<file path="config.mk">
export PLATFORM = sky130hd
export DESIGN_NAME = sram_selftest_seq
export DESIGN_NICKNAME = d
export VERILOG_FILES = /design/src/rtl/sram_st_pkg.sv /design/src/rtl/sram_st_timer.sv /design/src/rtl/sram_st_oprom.sv /design/src/rtl/sram_st_cmp.sv /design/src/rtl/sram_selftest_seq.sv
export SDC_FILE = /design/constraint.sdc
export NUM_CORES = 1
export LEC_CHECK = 0
export ABC_CLOCK_PERIOD_IN_PS = 13600
export BUFFER_PORTS_ARGS = -buffer_cell sky130_fd_sc_hd__buf_2
export CAP_MARGIN = 20
export CORE_ASPECT_RATIO = 1.4
export CORE_MARGIN = 4
export CORE_UTILIZATION = 35
export DETAILED_ROUTE_END_ITERATION = 12
export GPL_ROUTABILITY_DRIVEN = 0
export GPL_TIMING_DRIVEN = 0
export PLACE_DENSITY = 0.59
export SETUP_SLACK_MARGIN = 0.4
export SLEW_MARGIN = 20
export SYNTH_ARGS = -nofsm -noshare
export SYNTH_HDL_FRONTEND = slang
export SYNTH_SLANG_ARGS = --single-unit
</file>
<file path="constraint.sdc">
create_clock -name clk -period 13.6 [get_ports clk]
set_input_delay 1.36 -clock clk [delete_from_list [all_inputs] [get_ports clk]]
set_output_delay 1.36 -clock clk [all_outputs]
set_load 0.05 [all_outputs]
</file>
<file path="src/rtl/sram_st_pkg.sv">
package sram_st_pkg;
   typedef enum logic [2:0] {
      STP_ADDR, STP_CE, STP_DRIVE, STP_WLO, STP_WHI, STP_SAMP, STP_REL
   } step_e;

   typedef enum logic [1:0] {SQ_IDLE, SQ_RUN, SQ_FIN} seq_e;

   localparam int unsigned N_GROUPS = 3;
   localparam int unsigned GRP_BIT  = 0;
   localparam int unsigned GRP_PAT  = 1;
   localparam int unsigned GRP_CE   = 2;
   localparam int unsigned CE_OPS   = 6;
endpackage

</file>
<file path="src/rtl/sram_st_timer.sv">
module sram_st_timer #(
   parameter int CNT_W = 8
) (
   input  logic             clk,
   input  logic             rst_n,
   input  logic             load,
   input  logic [CNT_W-1:0] cfg,
   input  logic             run,
   output logic             tick
);
   logic [CNT_W-1:0] hold_q;
   logic [CNT_W-1:0] cnt_q;

   assign tick = run && (cnt_q == hold_q - CNT_W'(1));

   always_ff @(posedge clk or negedge rst_n) begin
      if (!rst_n) begin
         hold_q <= CNT_W'(1);
         cnt_q  <= '0;
      end else if (load) begin
         hold_q <= (cfg == '0) ? CNT_W'(1) : cfg;
         cnt_q  <= '0;
      end else if (run) begin
         cnt_q  <= tick ? '0 : cnt_q + CNT_W'(1);
      end
   end
endmodule

</file>
<file path="src/rtl/sram_st_oprom.sv">
module sram_st_oprom
   import sram_st_pkg::*;
#(
   parameter int AW   = 11,
   parameter int DW   = 8,
   parameter int OP_W = 6
) (
   input  logic [OP_W-1:0] idx,
   output logic            op_wr,
   output logic [AW-1:0]   op_addr,
   output logic [DW-1:0]   op_data,
   output logic [DW-1:0]   op_mask,
   output logic            op_ce1_n,
   output logic            op_ce2_n,
   output logic [1:0]      op_grp
);
   localparam int unsigned N_BIT = 4 * DW;
   localparam int unsigned N_PAT = AW + 1;

   function automatic logic [AW-1:0] ones_a(input int k);
      logic [AW-1:0] r;
      for (int i = 0; i < AW; i++) r[i] = (i < k);
      return r;
   endfunction

   function automatic logic [DW-1:0] thermo_d(input int k);
      logic [DW-1:0] r;
      for (int i = 0; i < DW; i++) r[i] = (k <= DW) ? (i < k) : (i >= k - DW);
      return r;
   endfunction

   function automatic logic [AW-1:0] alt_a(input logic odd);
      logic [AW-1:0] r;
      for (int i = 0; i < AW; i++) r[i] = (((i % 2) == 1) == odd);
      return r;
   endfunction

   function automatic logic [DW-1:0] alt_d(input logic odd);
      logic [DW-1:0] r;
      for (int i = 0; i < DW; i++) r[i] = (((i % 2) == 1) == odd);
      return r;
   endfunction

   int unsigned li, lj, lk, lc;
   logic        second;

   always_comb begin
      li       = 32'(idx);
      lj       = 0;
      lk       = 0;
      lc       = 0;
      second   = 1'b0;
      op_wr    = 1'b0;
      op_addr  = '0;
      op_data  = '0;
      op_mask  = '1;
      op_ce1_n = 1'b0;
      op_ce2_n = 1'b0;
      op_grp   = 2'(GRP_BIT);
      if (li < N_BIT) begin
         // per bit: write 0, read, write 1, read
         lk      = li % 4;
         op_wr   = (lk % 2) == 0;
         op_mask = DW'(1) << (li / 4);
         op_data = (lk >= 2) ? op_mask : '0;
      end else if (li < N_BIT + 2 * N_PAT) begin
         lj      = li - N_BIT;
         op_wr   = lj < N_PAT;
         lk      = op_wr ? lj : lj - N_PAT;
         op_addr = ones_a(int'(lk));
         op_data = thermo_d(int'(lk));
         op_grp  = 2'(GRP_PAT);
      end else begin
         lc      = li - N_BIT - 2 * N_PAT;
         second  = lc >= 3;
         lk      = lc % 3;
         op_wr   = lk != 2;
         op_addr = alt_a(second);
         op_data = (lk == 1) ? '1 : alt_d(second);
         if (lk == 1) begin
            op_ce1_n = !second;
            op_ce2_n = second;
         end
         op_grp  = 2'(GRP_CE);
      end
   end
endmodule

</file>
<file path="src/rtl/sram_st_cmp.sv">
module sram_st_cmp
   import sram_st_pkg::*;
#(
   parameter int AW = 11,
   parameter int DW = 8
) (
   input  logic                clk,
   input  logic                rst_n,
   input  logic                clr,
   input  logic                sample,
   input  logic [1:0]          grp,
   input  logic [AW-1:0]       addr,
   input  logic [DW-1:0]       exp_d,
   input  logic [DW-1:0]       mask,
   input  logic [DW-1:0]       got,
   output logic [N_GROUPS-1:0] fail,
   output logic                err_valid,
   output logic [AW-1:0]       err_addr,
   output logic [DW-1:0]       err_exp,
   output logic [DW-1:0]       err_got
);
   logic mism;
   assign mism = sample && (((got ^ exp_d) & mask) != '0);

   for (genvar g = 0; g < N_GROUPS; g++) begin : g_flag
      logic flag_q;
      always_ff @(posedge clk or negedge rst_n) begin
         if (!rst_n)                     flag_q <= 1'b0;
         else if (clr)                   flag_q <= 1'b0;
         else if (mism && grp == 2'(g))  flag_q <= 1'b1;
      end
      assign fail[g] = flag_q;
   end

   always_ff @(posedge clk or negedge rst_n) begin
      if (!rst_n) begin
         err_valid <= 1'b0;
         err_addr  <= '0;
         err_exp   <= '0;
         err_got   <= '0;
      end else if (clr) begin
         err_valid <= 1'b0;
         err_addr  <= '0;
         err_exp   <= '0;
         err_got   <= '0;
      end else if (mism && !err_valid) begin
         err_valid <= 1'b1;
         err_addr  <= addr;
         err_exp   <= exp_d & mask;
         err_got   <= got & mask;
      end
   end
endmodule

</file>
<file path="src/rtl/sram_selftest_seq.sv">
module sram_selftest_seq
   import sram_st_pkg::*;
#(
   parameter int AW    = 11,
   parameter int DW    = 8,
   parameter int CNT_W = 8
) (
   input  logic             clk,
   input  logic             rst_n,
   input  logic             start,
   input  logic [CNT_W-1:0] step_cycles,
   output logic [AW-1:0]    ram_addr,
   output logic             ram_ce1_n,
   output logic             ram_ce2_n,
   output logic             ram_we_n,
   output logic [DW-1:0]    ram_dq_out,
   output logic [DW-1:0]    ram_dq_oe,
   input  logic [DW-1:0]    ram_dq_in,
   output logic             done,
   output logic [2:0]       grp_fail,
   output logic             err_valid,
   output logic [AW-1:0]    err_addr,
   output logic [DW-1:0]    err_exp,
   output logic [DW-1:0]    err_got
);
   localparam int unsigned N_OPS   = 4 * DW + 2 * (AW + 1) + CE_OPS;
   localparam int          OP_W    = $clog2(N_OPS);
   localparam logic [OP_W-1:0] LAST_OP = OP_W'(N_OPS - 1);

   if (AW < 2 || DW < 2 || AW >= 2 * DW || CNT_W < 1) begin : g_bad_cfg
      $error("sram_selftest_seq: unsupported AW/DW/CNT_W combination");
   end

   seq_e            seq_q;
   step_e           step_q, step_nxt;
   logic [OP_W-1:0] op_q;
   logic            accept, running, tick, sample;

   logic            op_wr, op_ce1_n, op_ce2_n;
   logic [AW-1:0]   op_addr;
   logic [DW-1:0]   op_data, op_mask;
   logic [1:0]      op_grp;

   assign accept  = (seq_q == SQ_IDLE) && start;
   assign running = (seq_q == SQ_RUN);
   assign sample  = running && tick && (step_q == STP_SAMP);
   assign done    = (seq_q == SQ_FIN);

   sram_st_timer #(.CNT_W(CNT_W)) timer_i (
      .clk(clk), .rst_n(rst_n), .load(accept), .cfg(step_cycles),
      .run(running), .tick(tick)
   );

   sram_st_oprom #(.AW(AW), .DW(DW), .OP_W(OP_W)) oprom_i (
      .idx(op_q), .op_wr(op_wr), .op_addr(op_addr), .op_data(op_data),
      .op_mask(op_mask), .op_ce1_n(op_ce1_n), .op_ce2_n(op_ce2_n),
      .op_grp(op_grp)
   );

   sram_st_cmp #(.AW(AW), .DW(DW)) cmp_i (
      .clk(clk), .rst_n(rst_n), .clr(accept), .sample(sample),
      .grp(op_grp), .addr(op_addr), .exp_d(op_data), .mask(op_mask),
      .got(ram_dq_in), .fail(grp_fail), .err_valid(err_valid),
      .err_addr(err_addr), .err_exp(err_exp), .err_got(err_got)
   );

   always_comb begin
      unique case (step_q)
         STP_ADDR:  step_nxt = STP_CE;
         STP_CE:    step_nxt = op_wr ? STP_DRIVE : STP_SAMP;
         STP_DRIVE: step_nxt = STP_WLO;
         STP_WLO:   step_nxt = STP_WHI;
         default:   step_nxt = STP_REL;
      endcase
   end

   always_ff @(posedge clk or negedge rst_n) begin
      if (!rst_n) begin
         seq_q  <= SQ_IDLE;
         op_q   <= '0;
         step_q <= STP_ADDR;
      end else begin
         unique case (seq_q)
            SQ_IDLE: if (start) begin
               seq_q  <= SQ_RUN;
               op_q   <= '0;
               step_q <= STP_ADDR;
            end
            SQ_RUN: if (tick) begin
               if (step_q == STP_REL) begin
                  step_q <= STP_ADDR;
                  if (op_q == LAST_OP) seq_q <= SQ_FIN;
                  else                 op_q  <= op_q + OP_W'(1);
               end else begin
                  step_q <= step_nxt;
               end
            end
            default: seq_q <= SQ_IDLE;
         endcase
      end
   end

   // pin decode from registered sequencer state
   always_comb begin
      ram_addr   = '0;
      ram_ce1_n  = 1'b1;
      ram_ce2_n  = 1'b1;
      ram_we_n   = 1'b1;
      ram_dq_out = '0;
      ram_dq_oe  = '0;
      if (running) begin
         ram_addr = op_addr;
         unique case (step_q)
            STP_CE, STP_SAMP: begin
               ram_ce1_n = op_ce1_n;
               ram_ce2_n = op_ce2_n;
            end
            STP_DRIVE, STP_WLO, STP_WHI: begin
               ram_ce1_n  = op_ce1_n;
               ram_ce2_n  = op_ce2_n;
               ram_we_n   = (step_q != STP_WLO);
               ram_dq_out = op_data & op_mask;
               ram_dq_oe  = op_mask;
            end
            default: ;
         endcase
      end
   end
endmodule

</file>
==> summary.md <==
| Metric | Value |
|---|---|
| Status | finished, final reports clean |
| Total Power | 878 uW |
| DIE AREA | 18400 um2 |
| WP buf/inv | 8 |
| Leak Pwr | 3.08 nW |
| Total Nets Final | 859 |
| Core Region | 15800 um2 |
| Synth top area cells | dfrtp_1 (25%), nand2_1 (6.6%), ha_1 (5.9%), mux2i_1 (5.4%), nor2_1 (5.4%) |
| Synth area leader | dfrtp_1 |
| Number of setup violations in the final report | 0 |
| Hold Path End | seq_q[0]$_DFFE_PN0P_ |
| Flop2flop setup slack | 6.86 ns |
| Synth Register Bits | 58 |
| # port buffers | 80 |
| First-pass GRT wire length | 30.8 mm |
| Vias | 5936 |
| Synth top area share | 0.250 |
| Setup Crit Path Kind | flip-flop to primary output |
| Syn_nets | 768 |
| GR Util met2 | 0.351 |
| Max Fanout on Critical Path | 10 |
| CP Launch Type | flip-flop |
| H-tree levels | 3 |
| Async set or reset register ratio after synthesis | 1.00 |
| Fin. Hold Viols | 0 |
| CTS tree | built |
| DRT iter0 DRCs | 493 |
| Required @ worst endpoint | 12.24 ns |
| Drt wl/cell | 18.8 um |
| Most used cell along the critical path | ha_1 |
| VDD IR-drop max | 85.4 uV |
| CP endpoint kind | primary output |
| CTS Buf Count | 9 |
| GR Layer Usage met1 | 0.256 |
| Power density cells | 132 nW/um2 |
| WHS Path Cells | 1 |
| Slew headroom | 0.412 |
| Crit-path leading delay family | simple AND/OR/NAND/NOR gates |
| Root Buffer | clkbuf_16 |
| Std-Cell Rows | 54 |
| Gr usage total | 0.207 |
| Starting Density | 0.360 |
| Reg-to-Reg End | cmp_i.err_addr[9]$_DFFE_PN0P_ |
| FF-to-FF path depth | 27 |
| Cells after synthesis | 722 |
| DRC | 0 |
| Clk_lat worst skew | 0.33 ns |
| Final slew viol count | 0 |
| Seq/Total Area, Yosys | 0.255 |
| Post-synthesis cell type count | 95 |
| Crit path time final | 8.49 ns |
| Top_reg_cell synth | dfrtp_1 |
| CP max-delay cell | or4_1 |
| I/O Pins | 81 |
| DRT Wirelength | 19.0 mm |
| Setup_tns | 0 ns |
| RSZ-0062 raised after global routing | no |
| Post_cts resized | 0 |
| HP Start | seq_q[0]$_DFFE_PN0P_ |
| Hold-fix buffers at CTS | 0 |
| Postcts setup bufs | 0 |
| Hpwl dp | 14.9 mm |
| GRT overflow | 0 |
| Slew at the pin with the worst max-slew slack | 0.876 ns |
| Post-synth EDFFs | 0 |
| Clock sinks | 58 |
| Average size of a mapped cell | 7.89 um2 |
| CTS clock-pin slew for the worst setup and hold paths | 0.05 ns |
| Diode count | 0 |
| Vias in the first global route | 5797 |
| Detail Route Antenna Nets | 0 |
| Max-cap violations | 0 |
| Max incr delay on CP | 0.54 ns |
| Tcrit/Tclk final | 0.624 |
| Arr. time, crit path | 7.13 ns |
| Proportion of layout cells with a drive suffix above 1 | 0.182 |
| FMAX | 0.118 GHz |
| Mapped cell area | 5700 um2 |
| Synth Warn # | 0 |
| Clock buffer depth | 2 |
| Die height | 159 um |
| Antenna violations before repair | 0 |
| Layer with the highest usage | met2 |
| Worst R2R Start | op_q[4]$_DFFE_PN0P_ |
| Area delta synth->final | 17.0% |
| Routing usage on met3 | 0.0262 |
| Largest net degree at the start of global routing | 59 |
| Vias per std cell | 5.85 |
| Post-Route Skew | 0.00531 ns |
| HP Class | flip-flop to flip-flop |
| Drt first pass iters | 5 |
| DIE WIDTH | 116 um |
cell usage after synthesis, types with 6 or more instances:
master,n
xor2_1,6
nor2b_1,10
inv_1,24
or3_1,6
ha_1,27
xnor2_1,12
and2_1,6
nor2_1,82
nand2b_1,17
mux2i_1,31
nand4_1,10
o211ai_1,6
a21oi_1,30
nand3_1,27
nand2_1,100
nor3_1,22
nor3b_1,6
clkbuf_1,22
o21ai_0,45
dfrtp_1,57
nor4_1,7
o31ai_1,10
and3_1,7
sequential cells by signal, indices dropped and copies added (netlist names):
register / count
cmp_i.err_addr: 11
cmp_i.err_exp: 8
cmp_i.err_got: 8
cmp_i.err_valid: 1
cmp_i.g_flag.flag_q: 3
op_q: 6
seq_q: 2
step_q: 3
timer_i.cnt_q: 8
timer_i.hold_q: 8
power breakdown:
| group | leakage, nW | internal [mW] | total, mW | switching (mW) |
|---|---|---|---|---|
| Combinational | 2.15 | 0.134 | 0.398 | 0.263 |
| Clock | 0.153 | 0.166 | 0.249 | 0.0834 |
| Sequential | 0.779 | 0.197 | 0.232 | 0.0341 |
cell families (layout without fill, tap and decap cells):
kind of cell             Yosys count  after routing  synth area share
XOR/XNOR                          18             18            0.0277
multiplexers                      36             36            0.0663
adder cells (fa/ha/maj)           27             27            0.0593
AO/OA/AOI/OAI                    189            189             0.248
AND/OR/NAND/NOR                  327            327             0.284
flip-flops                        58             58             0.255
buffers and inverters             67            163            0.0602
worst max path at each step:
stage          slack (ns)                 from             to  cells after the start
2_1_floorplan        6.03  op_q[4]$_DFFE_PN0P_  ram_dq_out[1]                     25
3_3_place_gp         5.59  op_q[4]$_DFFE_PN0P_  ram_dq_out[1]                     26
3_5_place_dp         5.55  op_q[4]$_DFFE_PN0P_  ram_dq_out[1]                     26
4_1_cts              5.19  op_q[4]$_DFFE_PN0P_  ram_dq_out[1]                     26
5_1_grt              4.54  op_q[4]$_DFFE_PN0P_  ram_dq_out[1]                     28
6_report             5.11  op_q[4]$_DFFE_PN0P_  ram_dq_out[1]                     26
cells in the final DEF (no fill, tap or decap), types with 12 or more instances in the layout:
master,netlist,routed
dfrtp_1,57,57
ha_1,27,27
nand2b_1,17,17
nand3_1,27,27
clkbuf_1,22,24
buf_2,5,84
a21oi_1,30,30
o21ai_0,45,45
nand2_1,100,100
inv_1,24,24
nor3_1,22,22
nor2_1,82,82
xnor2_1,12,12
mux2i_1,31,31
metrics by stage:
step | worst slack [ns] | util | cells | instance area [um2] | hold slack (ns)
2_1_floorplan | 6.03 | - | 722 | 5700 | 0.467
3_3_place_gp | 5.59 | 0.401 | 998 | 6340 | 0.501
3_5_place_dp | 5.55 | 0.401 | 998 | 6340 | 0.502
4_1_cts | 5.19 | 0.422 | 1014 | 6670 | 0.517
5_1_grt | 4.54 | 0.422 | 1014 | 6670 | 0.528
6_report | 5.11 | 0.422 | 1014 | 6670 | 0.514
metal layers:
| layer | part of all wire | vias up |
|---|---|---|
| li1 | - | 2825 |
| met1 | 0.41 | 2811 |
| met2 | 0.50 | 246 |
| met3 | 0.057 | 54 |
| met4 | 0.037 | 0 |
| met5 | 0 | - |
final cells by class:
type	count	area, um2
Fill cell	1647	9140
Multi-Input combinational cell	597	3900
Sequential cell	58	1450
Timing Repair Buffer	80	403
Clock buffer	12	246
Tap cell	196	245
Buffer	39	238
Inverter	28	105
Clock inverter	4	76.3
worst reg2reg max path, delay by kind of cell, from the launching register on:
| family | cells | cell delay [ns] |
|---|---|---|
| buffers and inverters | 9 | 1.94 |
| muxes | 1 | 0.20 |
| and+or+nand+nor | 6 | 1.78 |
| adders and majority gates | 3 | 0.74 |
| AOI/OAI and AO/OA | 8 | 1.57 |
| DFF | 1 | 0.43 |
Note: power is estimated with default switching activity, not from simulation.
